===== config.mk =====
export PLATFORM = sky130hd
export DESIGN_NAME = pull_msg_ctrl
export DESIGN_NICKNAME = d
export VERILOG_FILES = /design/src/rtl/pull_msg_pkg.sv /design/src/rtl/pull_msg_fifo.sv /design/src/rtl/pull_msg_map.sv /design/src/rtl/pull_msg_dma.sv /design/src/rtl/pull_msg_ctrl.sv
export SDC_FILE = /design/constraint.sdc
export NUM_CORES = 1
export LEC_CHECK = 0
export ABC_AREA = 1
export BUFFER_PORTS_ARGS = -buffer_cell sky130_fd_sc_hd__buf_2
export CAP_MARGIN = 40
export CORE_MARGIN = 2
export CORE_UTILIZATION = 32
export DETAILED_ROUTE_END_ITERATION = 16
export PLACE_DENSITY = 0.61
export SYNTH_ARGS = -nofsm -noshare
export SYNTH_HDL_FRONTEND = slang
export SYNTH_HIERARCHICAL = 1
export SYNTH_SLANG_ARGS = --single-unit

===== constraint.sdc =====
create_clock -name clk -period 7.57 [get_ports clk]
set_clock_uncertainty 0.1 [all_clocks]
set_input_delay 0.757 -clock clk [delete_from_list [all_inputs] [get_ports clk]]
set_output_delay 0.757 -clock clk [all_outputs]
set_load 0.01 [all_outputs]

===== src/rtl/pull_msg_pkg.sv =====
package pull_msg_pkg;
  typedef enum logic [1:0] {TX_IDLE, TX_SEND, TX_WAIT} tx_st_e;
  typedef enum logic [1:0] {RX_IDLE, RX_PULL, RX_ACK} rx_st_e;
  localparam int ST_RX   = 0;
  localparam int ST_TX   = 1;
  localparam int ST_MISS = 2;
  localparam int ST_W    = 3;
endpackage


===== src/rtl/pull_msg_fifo.sv =====
module pull_msg_fifo #(
  parameter int W     = 8,
  parameter int DEPTH = 4
) (
  input  logic         clk,
  input  logic         rst_n,
  input  logic         push,
  input  logic [W-1:0] din,
  input  logic         pop,
  output logic [W-1:0] dout,
  output logic         full,
  output logic         empty
);
  localparam int PW = (DEPTH > 1) ? $clog2(DEPTH) : 1;
  localparam int CW = $clog2(DEPTH + 1);

  logic [W-1:0]  mem_q [DEPTH];
  logic [PW-1:0] wp_q, wp_d, rp_q, rp_d;
  logic [CW-1:0] cnt_q, cnt_d;

  assign full  = (cnt_q == CW'(DEPTH));
  assign empty = (cnt_q == '0);
  assign dout  = mem_q[rp_q];

  always_comb begin
    wp_d  = wp_q;
    rp_d  = rp_q;
    cnt_d = cnt_q;
    if (push) wp_d = (wp_q == PW'(DEPTH - 1)) ? '0 : wp_q + 1'b1;
    if (pop)  rp_d = (rp_q == PW'(DEPTH - 1)) ? '0 : rp_q + 1'b1;
    if (push && !pop) cnt_d = cnt_q + 1'b1;
    else if (pop && !push) cnt_d = cnt_q - 1'b1;
  end

  always_ff @(posedge clk or negedge rst_n) begin
    if (!rst_n) begin
      wp_q  <= '0;
      rp_q  <= '0;
      cnt_q <= '0;
    end else begin
      wp_q  <= wp_d;
      rp_q  <= rp_d;
      cnt_q <= cnt_d;
    end
  end

  always_ff @(posedge clk) begin
    if (push) mem_q[wp_q] <= din;
  end

  // the queue never holds more than its depth and is never read empty
  assert_no_overflow_R10: assert property (@(posedge clk) disable iff (!rst_n)
    full |=> cnt_q <= CW'(DEPTH));
  assert_no_underflow_R1: assert property (@(posedge clk) disable iff (!rst_n)
    pop |-> !empty);
endmodule


===== src/rtl/pull_msg_map.sv =====
module pull_msg_map #(
  parameter int NET_W = 8,
  parameter int BUS_W = 4,
  parameter int MAP_N = 8
) (
  input  logic                     clk,
  input  logic                     rst_n,
  input  logic                     cfg_we,
  input  logic [$clog2(MAP_N)-1:0] cfg_idx,
  input  logic [NET_W-1:0]         cfg_net,
  input  logic [BUS_W-1:0]         cfg_bus,
  input  logic [NET_W-1:0]         look_net,
  output logic                     hit,
  output logic [BUS_W-1:0]         hit_bus
);
  localparam int IW = $clog2(MAP_N);

  logic [MAP_N-1:0] vld_q;
  logic [NET_W-1:0] net_q [MAP_N];
  logic [BUS_W-1:0] bus_q [MAP_N];

  for (genvar g = 0; g < MAP_N; g++) begin : g_entry
    logic wr_en;
    assign wr_en = cfg_we && (cfg_idx == IW'(g));
    always_ff @(posedge clk or negedge rst_n) begin
      if (!rst_n) begin
        vld_q[g] <= 1'b0;
        net_q[g] <= '0;
        bus_q[g] <= '0;
      end else if (wr_en) begin
        vld_q[g] <= 1'b1;
        net_q[g] <= cfg_net;
        bus_q[g] <= cfg_bus;
      end
    end
  end

  // lowest index wins: scan from the top down so lower entries overwrite
  always_comb begin
    hit     = 1'b0;
    hit_bus = '0;
    for (int i = MAP_N - 1; i >= 0; i--) begin
      if (vld_q[i] && (net_q[i] == look_net)) begin
        hit     = 1'b1;
        hit_bus = bus_q[i];
      end
    end
  end
endmodule


===== src/rtl/pull_msg_dma.sv =====
module pull_msg_dma #(
  parameter int ADDR_W = 16,
  parameter int DATA_W = 32,
  parameter int LEN_W  = 8,
  parameter int BURST  = 16
) (
  input  logic              clk,
  input  logic              rst_n,
  input  logic              start,
  input  logic [ADDR_W-1:0] src_addr,
  input  logic [ADDR_W-1:0] dst_addr,
  input  logic [LEN_W-1:0]  len,
  output logic              rd_req,
  output logic [ADDR_W-1:0] rd_addr,
  input  logic              rd_gnt,
  input  logic [DATA_W-1:0] rd_data,
  output logic              mem_we,
  output logic [ADDR_W-1:0] mem_addr,
  output logic [DATA_W-1:0] mem_wdata,
  output logic              done
);
  localparam int BW = $clog2(BURST + 1);

  logic              busy_q, busy_d, gap_q, gap_d;
  logic [ADDR_W-1:0] src_q, src_d, dst_q, dst_d;
  logic [LEN_W-1:0]  rem_q, rem_d;
  logic [BW-1:0]     bc_q, bc_d;
  logic              beat;

  assign rd_req    = busy_q && !gap_q && (rem_q != '0);
  assign rd_addr   = src_q;
  assign beat      = rd_req && rd_gnt;
  assign mem_we    = beat;
  assign mem_addr  = dst_q;
  assign mem_wdata = rd_data;
  assign done      = busy_q && (rem_q == '0);

  always_comb begin
    busy_d = busy_q;
    gap_d  = gap_q;
    src_d  = src_q;
    dst_d  = dst_q;
    rem_d  = rem_q;
    bc_d   = bc_q;
    if (start) begin
      busy_d = 1'b1;
      gap_d  = 1'b0;
      src_d  = src_addr;
      dst_d  = dst_addr;
      rem_d  = len;
      bc_d   = '0;
    end else if (done) begin
      busy_d = 1'b0;
    end else if (gap_q) begin
      gap_d = 1'b0;
    end else if (beat) begin
      src_d = src_q + 1'b1;
      dst_d = dst_q + 1'b1;
      rem_d = rem_q - 1'b1;
      if (bc_q == BW'(BURST - 1) || rem_q == LEN_W'(1)) begin
        bc_d  = '0;
        gap_d = (rem_q != LEN_W'(1));
      end else begin
        bc_d = bc_q + 1'b1;
      end
    end
  end

  always_ff @(posedge clk or negedge rst_n) begin
    if (!rst_n) begin
      busy_q <= 1'b0;
      gap_q  <= 1'b0;
      src_q  <= '0;
      dst_q  <= '0;
      rem_q  <= '0;
      bc_q   <= '0;
    end else begin
      busy_q <= busy_d;
      gap_q  <= gap_d;
      src_q  <= src_d;
      dst_q  <= dst_d;
      rem_q  <= rem_d;
      bc_q   <= bc_d;
    end
  end

  // independent run counter: granted words since rd_req was last low
  logic [BW:0] run_q;
  always_ff @(posedge clk or negedge rst_n) begin
    if (!rst_n)      run_q <= '0;
    else if (!rd_req) run_q <= '0;
    else if (beat)   run_q <= run_q + 1'b1;
  end

  assert_burst_cap_R6: assert property (@(posedge clk) disable iff (!rst_n)
    beat |-> run_q < (BW+1)'(BURST));
  assert_stall_hold_R7: assert property (@(posedge clk) disable iff (!rst_n)
    (rd_req && !rd_gnt) |=> (rd_req && $stable(rd_addr)));
endmodule


===== src/rtl/pull_msg_ctrl.sv =====
module pull_msg_ctrl
  import pull_msg_pkg::*;
#(
  parameter int NET_W    = 8,
  parameter int BUS_W    = 4,
  parameter int ADDR_W   = 16,
  parameter int LEN_W    = 8,
  parameter int DATA_W   = 32,
  parameter int MAP_N    = 8,
  parameter int SQ_DEPTH = 4,
  parameter int NQ_DEPTH = 4,
  parameter int BURST    = 16,
  parameter int SELF_BUS = 1
) (
  input  logic                     clk,
  input  logic                     rst_n,
  input  logic                     req_valid,
  output logic                     req_ready,
  input  logic [NET_W-1:0]         req_net,
  input  logic [ADDR_W-1:0]        req_addr,
  input  logic [LEN_W-1:0]         req_len,
  input  logic                     cfg_we,
  input  logic [$clog2(MAP_N)-1:0] cfg_idx,
  input  logic [NET_W-1:0]         cfg_net,
  input  logic [BUS_W-1:0]         cfg_bus,
  output logic                     ntc_out_valid,
  input  logic                     ntc_out_ready,
  output logic [BUS_W-1:0]         ntc_out_dst,
  output logic [BUS_W-1:0]         ntc_out_src,
  output logic [ADDR_W-1:0]        ntc_out_addr,
  output logic [LEN_W-1:0]         ntc_out_len,
  input  logic                     ntc_in_valid,
  output logic                     ntc_in_ready,
  input  logic [BUS_W-1:0]         ntc_in_src,
  input  logic [ADDR_W-1:0]        ntc_in_addr,
  input  logic [LEN_W-1:0]         ntc_in_len,
  output logic                     rd_req,
  input  logic                     rd_gnt,
  output logic [ADDR_W-1:0]        rd_addr,
  input  logic [DATA_W-1:0]        rd_data,
  output logic                     mem_we,
  output logic [ADDR_W-1:0]        mem_addr,
  output logic [DATA_W-1:0]        mem_wdata,
  output logic                     ack_out_valid,
  input  logic                     ack_out_ready,
  output logic [BUS_W-1:0]         ack_out_dst,
  input  logic                     ack_in_valid,
  input  logic                     sts_clr_we,
  input  logic [ST_W-1:0]          sts_clr,
  output logic [ST_W-1:0]          status,
  output logic                     irq_rx,
  output logic                     irq_tx
);
  localparam int SQ_W = NET_W + ADDR_W + LEN_W;
  localparam int NQ_W = BUS_W + ADDR_W + LEN_W;

  // reset: asserted asynchronously, released through two flops
  logic rst_s1_q, rst_ni;
  always_ff @(posedge clk or negedge rst_n) begin
    if (!rst_n) begin
      rst_s1_q <= 1'b0;
      rst_ni   <= 1'b0;
    end else begin
      rst_s1_q <= 1'b1;
      rst_ni   <= rst_s1_q;
    end
  end

  // ---------------- transmit side ----------------
  logic              sq_push, sq_pop, sq_full, sq_empty;
  logic [SQ_W-1:0]   sq_head;
  logic [NET_W-1:0]  hd_net;
  logic [ADDR_W-1:0] hd_addr;
  logic [LEN_W-1:0]  hd_len;
  logic              map_hit;
  logic [BUS_W-1:0]  map_bus;

  assign req_ready = !sq_full;
  assign sq_push   = req_valid && !sq_full;
  assign {hd_net, hd_addr, hd_len} = sq_head;

  pull_msg_fifo #(.W(SQ_W), .DEPTH(SQ_DEPTH)) u_sq (
    .clk(clk), .rst_n(rst_ni), .push(sq_push), .din({req_net, req_addr, req_len}),
    .pop(sq_pop), .dout(sq_head), .full(sq_full), .empty(sq_empty));

  pull_msg_map #(.NET_W(NET_W), .BUS_W(BUS_W), .MAP_N(MAP_N)) u_map (
    .clk(clk), .rst_n(rst_ni), .cfg_we(cfg_we), .cfg_idx(cfg_idx),
    .cfg_net(cfg_net), .cfg_bus(cfg_bus), .look_net(hd_net),
    .hit(map_hit), .hit_bus(map_bus));

  tx_st_e            tx_q, tx_d;
  logic [BUS_W-1:0]  nd_q, nd_d;
  logic [ADDR_W-1:0] na_q, na_d;
  logic [LEN_W-1:0]  nl_q, nl_d;
  logic              set_tx, set_miss;

  always_comb begin
    tx_d     = tx_q;
    nd_d     = nd_q;
    na_d     = na_q;
    nl_d     = nl_q;
    sq_pop   = 1'b0;
    set_tx   = 1'b0;
    set_miss = 1'b0;
    unique case (tx_q)
      TX_IDLE: if (!sq_empty) begin
        sq_pop = 1'b1;
        if (map_hit) begin
          nd_d = map_bus;
          na_d = hd_addr;
          nl_d = hd_len;
          tx_d = TX_SEND;
        end else begin
          set_miss = 1'b1;
        end
      end
      TX_SEND: if (ntc_out_ready) tx_d = TX_WAIT;
      TX_WAIT: if (ack_in_valid) begin
        set_tx = 1'b1;
        tx_d   = TX_IDLE;
      end
      default: tx_d = TX_IDLE;
    endcase
  end

  always_ff @(posedge clk or negedge rst_ni) begin
    if (!rst_ni) begin
      tx_q <= TX_IDLE;
      nd_q <= '0;
      na_q <= '0;
      nl_q <= '0;
    end else begin
      tx_q <= tx_d;
      nd_q <= nd_d;
      na_q <= na_d;
      nl_q <= nl_d;
    end
  end

  assign ntc_out_valid = (tx_q == TX_SEND);
  assign ntc_out_dst   = nd_q;
  assign ntc_out_src   = BUS_W'(SELF_BUS);
  assign ntc_out_addr  = na_q;
  assign ntc_out_len   = nl_q;

  // ---------------- receive side ----------------
  logic              nq_push, nq_pop, nq_full, nq_empty;
  logic [NQ_W-1:0]   nq_head;
  logic [BUS_W-1:0]  nh_src;
  logic [ADDR_W-1:0] nh_addr;
  logic [LEN_W-1:0]  nh_len;

  assign ntc_in_ready = !nq_full;
  assign nq_push      = ntc_in_valid && !nq_full;
  assign {nh_src, nh_addr, nh_len} = nq_head;

  pull_msg_fifo #(.W(NQ_W), .DEPTH(NQ_DEPTH)) u_nq (
    .clk(clk), .rst_n(rst_ni), .push(nq_push), .din({ntc_in_src, ntc_in_addr, ntc_in_len}),
    .pop(nq_pop), .dout(nq_head), .full(nq_full), .empty(nq_empty));

  rx_st_e            rx_q, rx_d;
  logic [BUS_W-1:0]  rs_q, rs_d;
  logic [ADDR_W-1:0] wp_q, wp_d;
  logic              dma_done, set_rx;

  always_comb begin
    rx_d   = rx_q;
    rs_d   = rs_q;
    wp_d   = wp_q;
    nq_pop = 1'b0;
    set_rx = 1'b0;
    unique case (rx_q)
      RX_IDLE: if (!nq_empty) begin
        nq_pop = 1'b1;
        rs_d   = nh_src;
        wp_d   = wp_q + ADDR_W'(nh_len);
        rx_d   = RX_PULL;
      end
      RX_PULL: if (dma_done) begin
        set_rx = 1'b1;
        rx_d   = RX_ACK;
      end
      RX_ACK: if (ack_out_ready) rx_d = RX_IDLE;
      default: rx_d = RX_IDLE;
    endcase
  end

  always_ff @(posedge clk or negedge rst_ni) begin
    if (!rst_ni) begin
      rx_q <= RX_IDLE;
      rs_q <= '0;
      wp_q <= '0;
    end else begin
      rx_q <= rx_d;
      rs_q <= rs_d;
      wp_q <= wp_d;
    end
  end

  pull_msg_dma #(.ADDR_W(ADDR_W), .DATA_W(DATA_W), .LEN_W(LEN_W), .BURST(BURST)) u_dma (
    .clk(clk), .rst_n(rst_ni), .start(nq_pop), .src_addr(nh_addr), .dst_addr(wp_q),
    .len(nh_len), .rd_req(rd_req), .rd_addr(rd_addr), .rd_gnt(rd_gnt), .rd_data(rd_data),
    .mem_we(mem_we), .mem_addr(mem_addr), .mem_wdata(mem_wdata), .done(dma_done));

  assign ack_out_valid = (rx_q == RX_ACK);
  assign ack_out_dst   = rs_q;

  // ---------------- status and interrupts ----------------
  logic [ST_W-1:0] st_q, st_d, st_set;

  always_comb begin
    st_set          = '0;
    st_set[ST_RX]   = set_rx;
    st_set[ST_TX]   = set_tx;
    st_set[ST_MISS] = set_miss;
    st_d = (st_q & ~(sts_clr_we ? sts_clr : '0)) | st_set;
  end

  always_ff @(posedge clk or negedge rst_ni) begin
    if (!rst_ni) st_q <= '0;
    else         st_q <= st_d;
  end

  assign status = st_q;
  assign irq_rx = st_q[ST_RX];
  assign irq_tx = st_q[ST_TX];

  assert_notice_hold_R4: assert property (@(posedge clk) disable iff (!rst_ni)
    (ntc_out_valid && !ntc_out_ready) |=>
      (ntc_out_valid && $stable(ntc_out_dst) && $stable(ntc_out_addr) && $stable(ntc_out_len)));
  assert_ack_hold_R8: assert property (@(posedge clk) disable iff (!rst_ni)
    (ack_out_valid && !ack_out_ready) |=> (ack_out_valid && $stable(ack_out_dst)));
  assert_irq_level_R9: assert property (@(posedge clk) disable iff (!rst_ni)
    (irq_rx && !(sts_clr_we && sts_clr[ST_RX])) |=> irq_rx);
  assert_miss_silent_R3: assert property (@(posedge clk) disable iff (!rst_ni)
    (!ntc_out_valid && !map_hit && !sq_empty && tx_q == TX_IDLE) |=> !ntc_out_valid);
endmodule


==> impl.org <==
** Power and ir drop
- The completed layout was analyzed and its total power is 0.009882 W.
- The worst-case IR drop observed on VDD is ~0.19 mV.
- In this run the power density over the cells is 393.4 nW/µm².
- Leakage power figure :: between 10 and 15 nW

** Worst setup path
- Startpoint type of the worst setup path :: flop
- The critical path ends at ntc_out_len[2]$_DFFE_PN0P_.
- Worst endpoint data arrival time :: 4.58 ns
- Capture point of the worst reg-to-reg path :: ntc_out_len[2]$_DFFE_PN0P_
- Along the worst path, the maximum fanout reaches 34.
- STA classifies the critical path endpoint as a flop.
- Tracing the worst setup path back leads to its startpoint at u_sq/rp_q[1]$_DFFE_PN0P_.
- At the worst endpoint, the required time is roughly 8.0 ns.
- Beginning of the worst register-to-register path :: u_sq/rp_q[1]$_DFFE_PN0P_
- Counting cells, the worst reg-to-reg path comes to 18.
- By startpoint and endpoint, the worst setup path is classified as reg2reg.
- Internal reg-to-reg setup slack :: between 3 and 4 ns

** Route
- In the routed design, unresolved DRC markers number 0.
- Antenna-violating nets left :: 0
- For this block, the routed nets add up to 53670 µm of wire.
- For this block, the initial DRC count from the detailed router was ~1000.
- Via total after detailed routing :: approximately 16000
- Average wire per standard cell :: 15.88 µm
- Using the TritonRoute via totals, the vias-per-cell ratio works out to 4.648.
- The pre-antenna-repair detailed-routing pass consisted of 6 iterations.

** Worst hold path
- Class of the worst hold path :: reg2async

** Timing
- Summed over all failing endpoints, the final setup total negative slack is 0 ns.
- Time the final worst path needs with I/O delays and setup :: 4.199 ns
- Post-route worst setup slack :: between 3 and 4 ns
- Final-report hold violation count :: 0
- Dividing the final minimum period by the clock period gives between 50% and 60%.
- Timing would allow up to approximately 0.24 GHz.
- Slew at the pin closest to its max-slew limit :: 0.8366 ns
- The final max-slew violation count is 0.
- RSZ-0062 raised after global routing :: false
- The worst pin sits at a relative slew slack of 44.09%.
- Setup violations remaining at the end of the flow were counted as 0.

** Clocking
- Worst-case clock buffer depth :: 3
- After clock tree synthesis, the flow added hold-fix buffers numbering 1.
- The number of setup buffers added after CTS is 0.
- CTS sink cnt :: 462
- The H-tree was split into 2 levels.
- Clock root buffer master :: sky130_fd_sc_hd__clkbuf_16
- After clock tree synthesis, the clock-pin slew on the worst setup and hold paths is 0.06 ns.
- TritonCTS built the clock tree.
- Once the clock tree was built, the resizer swapped 0 gates to a different size.
- Clock tree synthesis inserted a total of between 50 and 60 buffers.
- The later pin in the worst-skew pair is clocked with a latency of 0.59 ns.

** Global route
- Global routing used 15.02% of the available tracks across all layers.
- Global-route wire length before repair :: between 80000 and 90000 µm
- The via count of the first global-routing pass was 15020.
- Pin count of the biggest net entering global routing :: 90
- Summed over all layers, the global routing overflow is 0.
- Initial antenna violation count :: 9

** Cells and area
- Most common cell after layout, fill and taps aside :: sky130_fd_sc_hd__nand2_1
- Cell Count, Final, Fillers Out :: 3380
- Most frequent cells in the layout :: 700 x sky130_fd_sc_hd__nand2_1, 305 x sky130_fd_sc_hd__inv_1, 240 x sky130_fd_sc_hd__edfxtp_1
- The final layout contains ~2600 nets.
- Area Overhead vs Synth :: 13.54%
- Fin util :: 36.69%
- Cells with a size suffix above 1 make up between 10% and 20% of the layout.

** Place
- Before CTS, the worst setup slack after placement is 3.357 ns.
- Port Buffer Count :: approximately 160
- Cells after DPL :: between 3000 and 4000
- Detailed placement ended at an HPWL of roughly 37000 µm.
- Gp weighted congestion :: approximately 0.87

** Yosys
- Summing the areas of all fa, ha and maj instances in the mapped netlist gives 1.798% of the synthesized area.
- The synthesized netlist devotes 1.069% of its cell area to XOR and XNOR gates.
- Yosys mapped a number of flops with a built-in enable equal to 240.
- In the synthesized netlist the async set-or-reset flop fraction comes to 48.05%.
- Count of distinct cell types in the synthesized netlist :: 56
- Counting every instance in the synthesized netlist gives roughly 2300.
- The synthesized netlist devotes roughly 8.7% of its cell area to compound gates.
- In the synthesized netlist the dominant register cell turns out to be sky130_fd_sc_hd__edfxtp_1.
- The synthesized netlist occupies a cell area of 22130 µm².
- Measured against the total synthesized area, the mux share comes to between 1.5 and 2%.
- Simple-gate area share of the yosys netlist :: 19.56%
- Combinational family with the most area after synthesis :: simple AND/OR/NAND/NOR gates
- Dividing the synthesized area by the synthesized cell count gives around 9.5 µm².
- After synthesis the netlist holds a flip-flop and latch count of 462.
- During synthesis, Yosys emitted a total of 6 warnings.
- Sequential cell area fraction in the yosys report :: 57.68%

** Flow run
- Count of maximum capacitance violations :: 0

** Die
- The die covers between 70000 and 80000 µm².
- Die Height :: between 200 and 300 µm
- Number of top-level pins :: 231
- Row count :: 96
- Core region area :: ~70000 µm²
- Width of the chip :: 267.0 µm
- The initial utilization of the core area, before any placement, comes to about a third.

** Run status
- The flow ran to the end, and the final reports show no timing, DRC or antenna violations.
worst min path at each step:
stage / end / slack [ns] / cells after the start
5_1_grt: ntc_out_len[2]$_DFFE_PN0P_ / 0.19 / 0
2_1_floorplan: rst_ni$_DFF_PN0_ / 0.23 / 0
4_1_cts: ntc_out_len[2]$_DFFE_PN0P_ / 0.17 / 0
6_report: ntc_out_len[2]$_DFFE_PN0P_ / 0.15 / 0
3_5_place_dp: ntc_out_addr[0]$_DFFE_PN0P_ / 0.19 / 0
3_3_place_gp: rst_ni$_DFF_PN0_ / 0.23 / 0
state kept, by name, summed over array words and instances, names as in the netlist, 3 cells and up:
register,flops
u_sq/mem_q,128
u_dma/mem_addr,16
ack_out_dst,4
ntc_out_len,8
u_dma/rem_q,8
u_map/bus_q,32
u_map/vld_q,8
u_dma/rd_addr,16
u_nq/mem_q,112
u_nq/cnt_q,3
wp_q,16
u_dma/bc_q,5
u_sq/cnt_q,3
status,3
ntc_out_addr,16
ntc_out_dst,4
u_map/net_q,64
logic make-up after synthesis:
kind of cell	after synthesis
simple gates	1029
flops	462
buf+inv	440
compound gates	314
fa+ha+maj	30
mux	28
xor+xnor	27
other cells	2
Yosys cell counts (4+ instances only):
| master | number | area share (%) |
|---|---|---|
| sky130_fd_sc_hd__buf_2 | 21 | 0.48 |
| sky130_fd_sc_hd__nor3_1 | 17 | 0.38 |
| sky130_fd_sc_hd__inv_4 | 4 | 0.11 |
| sky130_fd_sc_hd__nand4_1 | 33 | 0.93 |
| sky130_fd_sc_hd__nand2_2 | 6 | 0.17 |
| sky130_fd_sc_hd__mux2_4 | 9 | 0.61 |
| sky130_fd_sc_hd__mux2_2 | 19 | 0.97 |
| sky130_fd_sc_hd__nand3_1 | 100 | 2.3 |
| sky130_fd_sc_hd__buf_6 | 33 | 1.7 |
| sky130_fd_sc_hd__o21ai_0 | 146 | 3.3 |
| sky130_fd_sc_hd__xor2_1 | 15 | 0.59 |
| sky130_fd_sc_hd__nand2_1 | 700 | 12 |
| sky130_fd_sc_hd__nand3_2 | 4 | 0.18 |
| sky130_fd_sc_hd__a31oi_1 | 5 | 0.14 |
| sky130_fd_sc_hd__xnor2_1 | 12 | 0.48 |
| sky130_fd_sc_hd__nor2_2 | 4 | 0.11 |
| sky130_fd_sc_hd__o211ai_1 | 124 | 4.2 |
| sky130_fd_sc_hd__nor4_1 | 7 | 0.20 |
| sky130_fd_sc_hd__a21oi_1 | 17 | 0.38 |
| sky130_fd_sc_hd__inv_1 | 305 | 5.2 |
| sky130_fd_sc_hd__nor2_1 | 123 | 2.1 |
| sky130_fd_sc_hd__dfrtp_1 | 222 | 25 |
| sky130_fd_sc_hd__buf_4 | 46 | 1.6 |
| sky130_fd_sc_hd__or2_2 | 9 | 0.25 |
| sky130_fd_sc_hd__inv_2 | 8 | 0.14 |
| sky130_fd_sc_hd__edfxtp_1 | 240 | 33 |
| sky130_fd_sc_hd__o21ai_1 | 8 | 0.18 |
| sky130_fd_sc_hd__clkbuf_1 | 21 | 0.36 |
| sky130_fd_sc_hd__ha_1 | 27 | 1.5 |
| sky130_fd_sc_hd__nand3b_1 | 7 | 0.24 |
per-stage QoR:
step	cell area [µm²]	hold slack, ns
3_5_place_dp	23410	0.1862
2_1_floorplan	22140	0.2312
5_1_grt	25120	0.1904
3_3_place_gp	23320	0.2329
6_report	25120	0.1488
4_1_cts	25120	0.1684
area by class of cell:
type	instances	area (µm²)
inverter	318	1210
clock inverter	24	282.8
sequential	462	12770
tap	882	1104
clock buffer	69	1414
timing repair buffer	189	1071
multi-input combinational	1433	7268
antenna	3	7.507
fill	6849	43340
metal layers:
| layer | vias up | wire [µm] | share of wire, % | GRT usage (%) |
|---|---|---|---|---|
| met5 | - | 57 | 0.11 | 0 |
| met4 | 10 | 1170 | 2.2 | 4.373 |
| met3 | 90 | 2502 | 4.7 | 3.026 |
| met2 | 280 | 25470 | 47 | 24.70 |
| met1 | 7467 | 24480 | 46 | 20.01 |
| li1 | 7864 | - | - | - |
power breakdown:
group | total [W] | internal, W | leakage (nW) | switching (W)
registers | 0.00370 | 0.00330 | 4.95 | 0.000401
clock network | 0.00250 | 0.00148 | 0.831 | 0.00102
logic | 0.00368 | 0.00125 | 5.70 | 0.00243
total | 0.00988 | 0.00603 | 11.5 | 0.00385
critical path, cell delays in order (launching register included):
cell and delay, ns:
sky130_fd_sc_hd__dfrtp_1 0.36, sky130_fd_sc_hd__buf_4 0.25, sky130_fd_sc_hd__inv_1 0.20, sky130_fd_sc_hd__buf_4 0.39, sky130_fd_sc_hd__o211ai_1 0.16, sky130_fd_sc_hd__nand2_1 0.36, sky130_fd_sc_hd__inv_4 0.13, sky130_fd_sc_hd__o21ai_1 0.19
sky130_fd_sc_hd__nor3b_1 0.07, sky130_fd_sc_hd__nand4_1 0.06, sky130_fd_sc_hd__nand2b_1 0.21, sky130_fd_sc_hd__nand2_1 0.14, sky130_fd_sc_hd__nor2_1 0.12, sky130_fd_sc_hd__nand4_1 0.21, sky130_fd_sc_hd__inv_1 0.14, sky130_fd_sc_hd__nor2_1 0.05
sky130_fd_sc_hd__nand2_1 0.06, sky130_fd_sc_hd__buf_4 0.40, sky130_fd_sc_hd__mux2_2 0.39
(Power assumes the default switching activity.)
